<file path="config.mk">
export PLATFORM = sky130hd
export DESIGN_NAME = seg_xlate
export DESIGN_NICKNAME = d
export VERILOG_FILES = /design/src/rtl/seg_xlate_pkg.sv /design/src/rtl/seg_table.sv /design/src/rtl/seg_check.sv /design/src/rtl/seg_xlate.sv
export SDC_FILE = /design/constraint.sdc
export NUM_CORES = 1
export LEC_CHECK = 0
export ABC_AREA = 1
export BUFFER_PORTS_ARGS = -buffer_cell sky130_fd_sc_hd__buf_2
export CORE_ASPECT_RATIO = 1.25
export CORE_MARGIN = 5
export CORE_UTILIZATION = 64
export CTS_CLUSTER_SIZE = 28
export DETAILED_ROUTE_END_ITERATION = 8
export MAX_ROUTING_LAYER = met4
export PLACE_DENSITY = 0.84
export SLEW_MARGIN = 10
export SYNTH_ARGS = -nofsm -noshare
export SYNTH_HDL_FRONTEND = slang
export SYNTH_HIERARCHICAL = 1
export SYNTH_SLANG_ARGS = --single-unit
</file>
<file path="constraint.sdc">
create_clock -name clk -period 7.4 [get_ports clk]
set_clock_uncertainty 0.1 [all_clocks]
set_input_delay 1.48 -clock clk [delete_from_list [all_inputs] [get_ports clk]]
set_output_delay 1.48 -clock clk [all_outputs]
set_load 0.02 [all_outputs]
</file>
<file path="src/rtl/seg_xlate_pkg.sv">
// Shared definitions for the segment translator.
// Assumes: nothing beyond IEEE 1800-2017 packages.
package seg_xlate_pkg;

    // Outcome of one lookup, ordered by which test fails first.
    typedef enum logic [1:0] {
        XS_OK    = 2'd0,
        XS_NOSEG = 2'd1,
        XS_EMPTY = 2'd2,
        XS_LIMIT = 2'd3
    } xlate_stat_e;

endpackage

</file>
<file path="src/rtl/seg_table.sv">
// Segment table held in flip-flops, one entry per segment.
// What it does: stores base, limit and a valid bit per entry. Reads
// combinationally by segment number.
// Assumes: NUM_SEG <= 2**SEG_W. Writes to indices at or past NUM_SEG
// are dropped.
module seg_table #(
    parameter int NUM_SEG = 6,
    parameter int SEG_W   = 3,
    parameter int ADDR_W  = 16,
    parameter int OFF_W   = 12
) (
    input  logic              clk,
    input  logic              rst_n,
    input  logic              wr_en,
    input  logic [SEG_W-1:0]  wr_idx,
    input  logic [ADDR_W-1:0] wr_base,
    input  logic [OFF_W-1:0]  wr_limit,
    input  logic              wr_vld,
    input  logic [SEG_W-1:0]  rd_idx,
    output logic              rd_inr,
    output logic              rd_vld,
    output logic [ADDR_W-1:0] rd_base,
    output logic [OFF_W-1:0]  rd_limit
);
    logic [NUM_SEG-1:0] ent_vld;
    logic [ADDR_W-1:0]  ent_base  [NUM_SEG];
    logic [OFF_W-1:0]   ent_limit [NUM_SEG];

    for (genvar g = 0; g < NUM_SEG; g++) begin : g_ent
        // Load one entry on a matching write; reset clears it.
        always_ff @(posedge clk) begin
            if (!rst_n) begin
                ent_vld[g]   <= 1'b0;
                ent_base[g]  <= '0;
                ent_limit[g] <= '0;
            end else if (wr_en && wr_idx == SEG_W'(g)) begin
                ent_vld[g]   <= wr_vld;
                ent_base[g]  <= wr_base;
                ent_limit[g] <= wr_limit;
            end
        end
    end

    // Select the addressed entry; out-of-range indices read as empty.
    always_comb begin
        rd_inr   = 1'b0;
        rd_vld   = 1'b0;
        rd_base  = '0;
        rd_limit = '0;
        for (int i = 0; i < NUM_SEG; i++) begin
            if (rd_idx == SEG_W'(i)) begin
                rd_inr   = 1'b1;
                rd_vld   = ent_vld[i];
                rd_base  = ent_base[i];
                rd_limit = ent_limit[i];
            end
        end
    end
endmodule

</file>
<file path="src/rtl/seg_check.sv">
// Bound check and relocation for one lookup.
// What it does: classifies the lookup and forms base plus offset.
// Assumes: ADDR_W > OFF_W; the sum wraps modulo 2**ADDR_W.
module seg_check
    import seg_xlate_pkg::*;
#(
    parameter int ADDR_W = 16,
    parameter int OFF_W  = 12
) (
    input  logic              ent_inr,
    input  logic              ent_vld,
    input  logic [ADDR_W-1:0] ent_base,
    input  logic [OFF_W-1:0]  ent_limit,
    input  logic [OFF_W-1:0]  off,
    output xlate_stat_e       stat,
    output logic [ADDR_W-1:0] phys
);
    localparam int PAD_W = ADDR_W - OFF_W;

    // Pick the first failing test; the limit test precedes the add.
    always_comb begin
        if (!ent_inr)               stat = XS_NOSEG;
        else if (!ent_vld)          stat = XS_EMPTY;
        else if (off >= ent_limit)  stat = XS_LIMIT;
        else                        stat = XS_OK;
    end

    // Relocate the offset by the segment base.
    always_comb phys = ent_base + {{PAD_W{1'b0}}, off};
endmodule

</file>
<file path="src/rtl/seg_xlate.sv">
// Segment base-limit translator, top level.
// What it does: loads a segment table and translates (segment, offset)
// into a physical address. The response is registered one cycle later.
// Assumes: one request per cycle at most; the requester accepts every
// response.
module seg_xlate
    import seg_xlate_pkg::*;
#(
    parameter int NUM_SEG = 6,
    parameter int SEG_W   = 3,
    parameter int ADDR_W  = 16,
    parameter int OFF_W   = 12
) (
    input  logic              clk,
    input  logic              rst_n,
    input  logic              wr_en,
    input  logic [SEG_W-1:0]  wr_idx,
    input  logic [ADDR_W-1:0] wr_base,
    input  logic [OFF_W-1:0]  wr_limit,
    input  logic              wr_vld,
    input  logic              req_valid,
    input  logic [SEG_W-1:0]  req_seg,
    input  logic [OFF_W-1:0]  req_off,
    output logic              rsp_valid,
    output logic              rsp_err,
    output logic [ADDR_W-1:0] rsp_addr
);
    logic              rd_inr;
    logic              rd_vld;
    logic              rd_ok;
    logic [ADDR_W-1:0] rd_base;
    logic [OFF_W-1:0]  rd_limit;
    logic [ADDR_W-1:0] phys;
    xlate_stat_e       stat;

    seg_table #(
        .NUM_SEG(NUM_SEG), .SEG_W(SEG_W), .ADDR_W(ADDR_W), .OFF_W(OFF_W)
    ) u_table (
        .clk(clk), .rst_n(rst_n),
        .wr_en(wr_en), .wr_idx(wr_idx), .wr_base(wr_base),
        .wr_limit(wr_limit), .wr_vld(wr_vld),
        .rd_idx(req_seg), .rd_inr(rd_inr), .rd_vld(rd_vld),
        .rd_base(rd_base), .rd_limit(rd_limit)
    );

    // Entry usable: inside the table and marked valid.
    assign rd_ok = rd_inr && rd_vld;

    seg_check #(
        .ADDR_W(ADDR_W), .OFF_W(OFF_W)
    ) u_check (
        .ent_inr(rd_inr), .ent_vld(rd_vld), .ent_base(rd_base),
        .ent_limit(rd_limit), .off(req_off), .stat(stat), .phys(phys)
    );

    // Register the response; the address is cleared unless the lookup passed.
    always_ff @(posedge clk) begin
        if (!rst_n) begin
            rsp_valid <= 1'b0;
            rsp_err   <= 1'b0;
            rsp_addr  <= '0;
        end else begin
            rsp_valid <= req_valid;
            rsp_err   <= req_valid && (stat != XS_OK);
            rsp_addr  <= (req_valid && stat == XS_OK) ? phys : '0;
        end
    end
endmodule

</file>
==> results of run 1 <==
cells in the final DEF (no fill, tap or decap), drive strengths merged, types with 2 or more instances in the layout:
cell / netlist / layout
xor2: 5 / 5
buf: 31 / 85
nor2: 262 / 262
dfxtp: 24 / 24
a21oi: 10 / 10
nand4: 61 / 61
nor3: 7 / 7
nand3b: 2 / 2
ha: 24 / 24
edfxtp: 168 / 168
xnor2: 2 / 2
nand2: 222 / 222
o21ai: 6 / 6
nand3: 53 / 53
inv: 132 / 133
clkbuf: 17 / 19
or2: 2 / 2
clkinvlp: 0 / 2
clkinv: 0 / 5
bufinv: 0 / 5
Yosys cell counts (2+ instances only):
library cell / number
nor2_1: 249
nand2_1: 221
edfxtp_1: 168
inv_1: 126
nand4_1: 61
nand3_1: 53
buf_2: 26
dfxtp_1: 24
ha_1: 24
clkbuf_1: 17
a21oi_1: 9
nor2_2: 9
inv_2: 6
o21ai_1: 5
xor2_1: 5
nor2_4: 4
nor3_1: 4
buf_4: 3
nor3_2: 3
nand3b_1: 2
or2_1: 2
xnor2_1: 2
registers in the layout, summed over array words and instances, names as in the netlist:
register,count
u_table/ent_base,96
u_table/ent_limit,72
rsp_addr,16
u_table/ent_vld,6
rsp_err,1
rsp_valid,1
power groups by stage:
stage	Clock (mW)	Combinational, mW	Sequential, mW
3_3_place_gp	0	0.284	1.28
5_1_grt	1.04	0.333	1.27
6_report	0.996	0.301	1.26
2_1_floorplan	0	0.201	1.28
3_5_place_dp	0	0.292	1.28
4_1_cts	0.998	0.296	1.26
worst max-delay path: stages:
cell and delay, ns:
buf_2 0.12, inv_2 0.77, nand3_1 0.62, buf_4 0.42, nor2_1 0.11, nor2_1 0.05, nand4_1 0.07, inv_1 0.07
ha_1 0.32, a21oi_1 0.20, nor2_1 0.07, nor2_1 0.15, nand3_1 0.09, nand2_1 0.06, inv_1 0.06, nor2_4 0.14
nand2_4 0.17, nor2_2 0.12
how the worst max path moves through the flow:
stage	cells after the start	from	endpoint	slack [ns]
floorplan	20	req_seg[1]	rsp_addr[2]	3.84
global placement	19	req_seg[0]	rsp_addr[14]	2.34
detailed placement	19	req_seg[0]	rsp_addr[11]	2.19
CTS	19	req_seg[0]	rsp_addr[11]	2.64
global route	20	req_seg[2]	rsp_addr[11]	2.17
finish	18	req_seg[2]	rsp_addr[2]	2.56
cell families (layout without fill, tap and decap cells):
logic type      after synthesis  in the layout  synth area share (%)
simple gates                611            611                  28.0
buf+inv                     180            249                  7.87
fa+ha+maj                    25             25                  3.43
xor+xnor                      7              7                 0.656
flops                       192            192                  59.1
compound gates               17             17                 0.964
metal layers:
metal  track usage (%)  part of all wire [%]
met2              45.5                    50
met4              12.5                   4.0
met5                 -                     0
met3              6.77                    11
met1              32.4                    35
area by class of cell:
class,count,area share [%]
multi-input combinational,660,29.7
inverter,132,4.74
sequential,192,52.8
clock inverter,13,2.01
clock buffer,19,4.14
tap,178,2.13
timing repair buffer,85,4.47
stage by stage:
step                util (%)  hold WS [ns]  std cells
finish                  72.9         0.397       1279
global route            72.9         0.404       1279
CTS                     72.9         0.386       1279
detailed placement      68.4         0.376       1247
global placement        68.4         0.372       1247
floorplan                  -         0.349       1032
==> flow_summary.yaml, run 1 <==
global_routing:
  grtUsageTotal_pct: 27.8
  gr-total-overflow: 0
  grt_antenna_before_repair: 0
  grt_max_degree: 63
  grt_first_pass_wirelength_mm: 36.3
  grt_pass1_vias: 7346
pwr:
  seq_power_share_pct: 49.3
  power.switching_mw: 0.625
  clockPowerShare_pct: 38.9
  switching_share_pct: 24.4
  pwr_density_cell_nw_per_um2: 245
  p_leak_nw: 4.70
  p_int_mw: 1.93
  vdd_ir_drop_max_mv: 0.165
  combPwrFrac_pct: 11.8
  total_power_mw: 2.56
clocking:
  cts_made_buffers: 17
  clk_latency_ns: 0.44
  cts_tree: "yes"
  clk_pin_slew_ns: 0.07
  clockBufferDepth: 2
  cts_sinks: 192
  post_cts_buffers: 0
  cts.htree.levels: 4
  cts_resized: 0
  cts_root_buf: "clkbuf_16"
  ctsHoldBuffers: 0
drt:
  viasPerCell: 5.82
  routedWlPerCell_um: 18.0
  drt_pass1_iterations: 7
  drtAntennaViolNets: 0
  drtIter0Drc: 856
  vias: 7439
  routed_wl_mm: 23.1
  route.detailed.drc: 0
critical_path:
  cp-end-kind: "register"
  critPathMaxFanout: 62
  r2r-start: "u_table/ent_base[0][0]"
  crit_type: "in2reg"
  start_kind: "input pin"
  r2r_slack_ns: 5.02
  cp.arrival_ns: 5.11
  rr_endpoint: "rsp_addr[14]"
  rr_worst_depth: 16
  crit_required_ns: 7.67
final_layout:
  final.fill_count: 1004
  fin_area_um2: 10500
  multi_input_area_um2: 3110
  drive_gt1_share_pct: 12.9
  n_antenna_cell: 0
  syn_to_final_growth_pct: 11.9
  seq_area_um2: 5530
  fin_nets: 1164
timing:
  drv_slew: 0
  relSlewSlack_pct: 23.7
  rsz0062_at_grt: "false"
  min_period_ns: 4.84
  setup_tns_ns: 0
  hold_viol: 0
  fin_ws_ns: 2.56
  tightest_slew_ns: 1.14
  max_freq_mhz: 207
  timing.final.crit_share_pct: 65.4
  setup_viol: 0
synthesis:
  synth_edf_count: 168
  synth_seq_cells: 192
  synth_seq_area_share_pct: 59.1
  ys.flop_type: "edfxtp_1"
  synthCells: 1032
  synth_top_cell_by_area: "edfxtp_1"
  syn_area_um2: 9350
  syn_avg_cell_area_um2: 9.06
  yosysUniqueCellTypes: 31
  synth_nets: 1108
  ys_top_cells_by_area: "edfxtp_1, nor2_1, nand2_1"
  yosysWarnings: 6
  synth_top_area_share_pct: 54.0
  async_reset_ff_share_pct: 0
floorplan:
  pin_count: 69
  initial_utilization_pct: 65.2
  fp-row-count: 49
  fp.dieW_um: 118
  die_area_um2: 17100
  core_um2: 14300
  dieHeight_um: 145
min_path:
  hold_class: "reg2reg"
  whs_path_depth: 2
  hold_start: "u_table/ent_vld[1]"
  min_to: "u_table/ent_vld[1]"
flow_run:
  max_cap_viol_count: 0
place:
  dpl_worst_slack_ns: 2.19
  portBuffers: 68
  hpwlAfterDp_mm: 14.2
  placed_cell_area_um2: 9820
  place_congestion: 0.866
run_status:
  status: "completed"
(Power assumes the default switching activity.)
==> run 2: changes to the inputs <==
CORE_UTILIZATION = 60   (was 64)
PLACE_DENSITY = 0.79   (was 0.84)
clock period = 4.6 ns   (was 7.4 ns; I/O delays follow)
==> run 2 against run 1 <==
  * Critical path depth increased by 1
  * Critical endpoint is now rsp_addr[11]
  * Worst hold slack got worse by 0.010 ns
  * Cell count increased by 3.0%
  * Non-clock buffer count increased by 4
  * Sequential share of layout area decreased by 0.18 points
  * Register-to-register slack got worse by 2.7 ns
==> flow_summary.yaml, run 2 (same netlist as run 1, synthesis figures left out) <==
floorplan:
  pin_count: 69
  core_um2: 15400
  dieHeight_um: 150
  fp.dieW_um: 122
  fp-row-count: 51
  initial_utilization_pct: 60.5
  die_area_um2: 18200
global_routing:
  gr-total-overflow: 0
  grtUsageTotal_pct: 27.1
  grt_pass1_vias: 7285
  grt_first_pass_wirelength_mm: 36.5
  grt_max_degree: 42
  grt_antenna_before_repair: 0
run_status:
  status: "completed"
final_layout:
  drive_gt1_share_pct: 13.4
  multi_input_area_um2: 3110
  fin_nets: 1168
  final_util_pct: 68.0
  final_cell_mix: "nor2_1, nand2_1, edfxtp_1"
  seq_area_um2: 5530
  n_antenna_cell: 0
  final_common_cell: "nor2_1"
  top_register: "u_table/ent_base"
  largest_reg_flops: 96
  final.fill_count: 1194
  reg.largest.list: "u_table/ent_base x96, u_table/ent_limit x72, rsp_addr x16"
  syn_to_final_growth_pct: 12.3
clocking:
  post_cts_buffers: 0
  ctsHoldBuffers: 0
  cts.htree.levels: 4
  clk_latency_ns: 0.43
  cts_root_buf: "clkbuf_16"
  cts_made_buffers: 17
  cts_tree: "yes"
  clockBufferDepth: 2
  cts_resized: 0
  clk_pin_slew_ns: 0.07
  cts_sinks: 192
timing:
  timing.final.crit_share_pct: 76.1
  hold_viol: 0
  relSlewSlack_pct: 26.9
  tightest_slew_ns: 1.09
  rsz0062_at_grt: "false"
  min_period_ns: 3.50
  setup_tns_ns: 0
  drv_slew: 0
  max_freq_mhz: 286
  setup_viol: 0
critical_path:
  cpPeakStageDelay_ns: 0.85
  slowest_stage: "nor2_2"
  critPathMaxFanout: 20
  crit_required_ns: 4.82
  cp.arrival_ns: 3.72
  crit_top_cell: "nand2_1"
  path_buf_inv: 3
  crit_type: "in2reg"
  start_kind: "input pin"
  cp-end-kind: "register"
  crit_family: "simple AND/OR/NAND/NOR gates"
  crit_chain: "buf_2, nor2_2, nand3_1, nand2_1, nor2_1, nand4_1, inv_1, ha_1, nand2_1, nor2_1, nand2_1, nor2_1, nand2_1, nand3_1, nand2_1, inv_1, nor2_4, nand2_4, nor2_1"
flow_run:
  max_cap_viol_count: 0
drt:
  drtAntennaViolNets: 0
  viasPerCell: 5.57
  vias: 7331
  route.detailed.drc: 0
  drt_pass1_iterations: 7
  routedWlPerCell_um: 17.5
  routed_wl_mm: 23.1
  drtIter0Drc: 768
place:
  place_congestion: 0.911
  hpwlAfterDp_mm: 14.4
  portBuffers: 68
pwr:
  pwr_density_cell_nw_per_um2: 379
  vdd_ir_drop_max_mv: 0.238
  p_leak_nw: 4.71
min_path:
  hold_class: "reg2reg"
-- run 2: area by class of cell --
| cell class | count | share of cell area (%) |
|---|---|---|
| clock buffers | 17 | 4.05 |
| flip-flops and latches | 192 | 52.6 |
| well taps | 212 | 2.53 |
| repair buffers | 89 | 4.86 |
| inverters | 132 | 4.72 |
| multi-input cells | 660 | 29.6 |
| clock inverters | 15 | 1.61 |
-- run 2: worst register-to-register path, stage by stage (launching register included) --
cell	delay [ns]
edfxtp_1	0.39
nand3_1	0.10
nand2_1	0.07
nor2_1	0.08
nand4_1	0.09
ha_1	0.24
fa_1	0.41
nand2_1	0.09
nand2_1	0.07
nand3b_1	0.08
nand2_1	0.12
nand2_1	0.11
nand2_1	0.06
nand2_1	0.06
nand2_1	0.05
inv_1	0.05
nor2_1	0.03
-- run 2: worst paths after layout --
path	start	endpoint	slack (ns)	cells after the start
min reg2reg	u_table/ent_vld[3]	u_table/ent_vld[3]	0.39	2
min	u_table/ent_vld[3]	u_table/ent_vld[3]	0.39	2
max reg2reg	u_table/ent_base[0][0]	rsp_addr[10]	2.27	16
max	req_seg[1]	rsp_addr[11]	1.10	19
-- run 2: per-stage QoR --
step / cells / total power [mW] / setup slack, ns / hold WS, ns / instance area (um^2)
floorplan: 1032 / 2.39 / 1.60 / 0.349 / 9350
global placement: 1285 / 2.53 / 0.839 / 0.366 / 9900
detailed placement: 1285 / 2.54 / 0.734 / 0.375 / 9900
CTS: 1317 / 3.99 / 1.14 / 0.385 / 10500
global route: 1317 / 4.12 / 0.880 / 0.405 / 10500
finish: 1317 / 3.98 / 1.10 / 0.387 / 10500
-- run 2: per-layer routing --
| layer | global-route usage (%) | share of wire [%] |
|---|---|---|
| met4 | 9.59 | 3.0 |
| met5 | - | 0 |
| met2 | 46.4 | 50 |
| met3 | 4.69 | 9.8 |
| met1 | 32.4 | 37 |
-- run 2: power breakdown --
group / internal (mW) / leakage [nW] / switching [mW]
sequential: 2.00 / 1.82 / 0.0284
combinational: 0.147 / 2.60 / 0.338
clock: 0.777 / 0.295 / 0.690
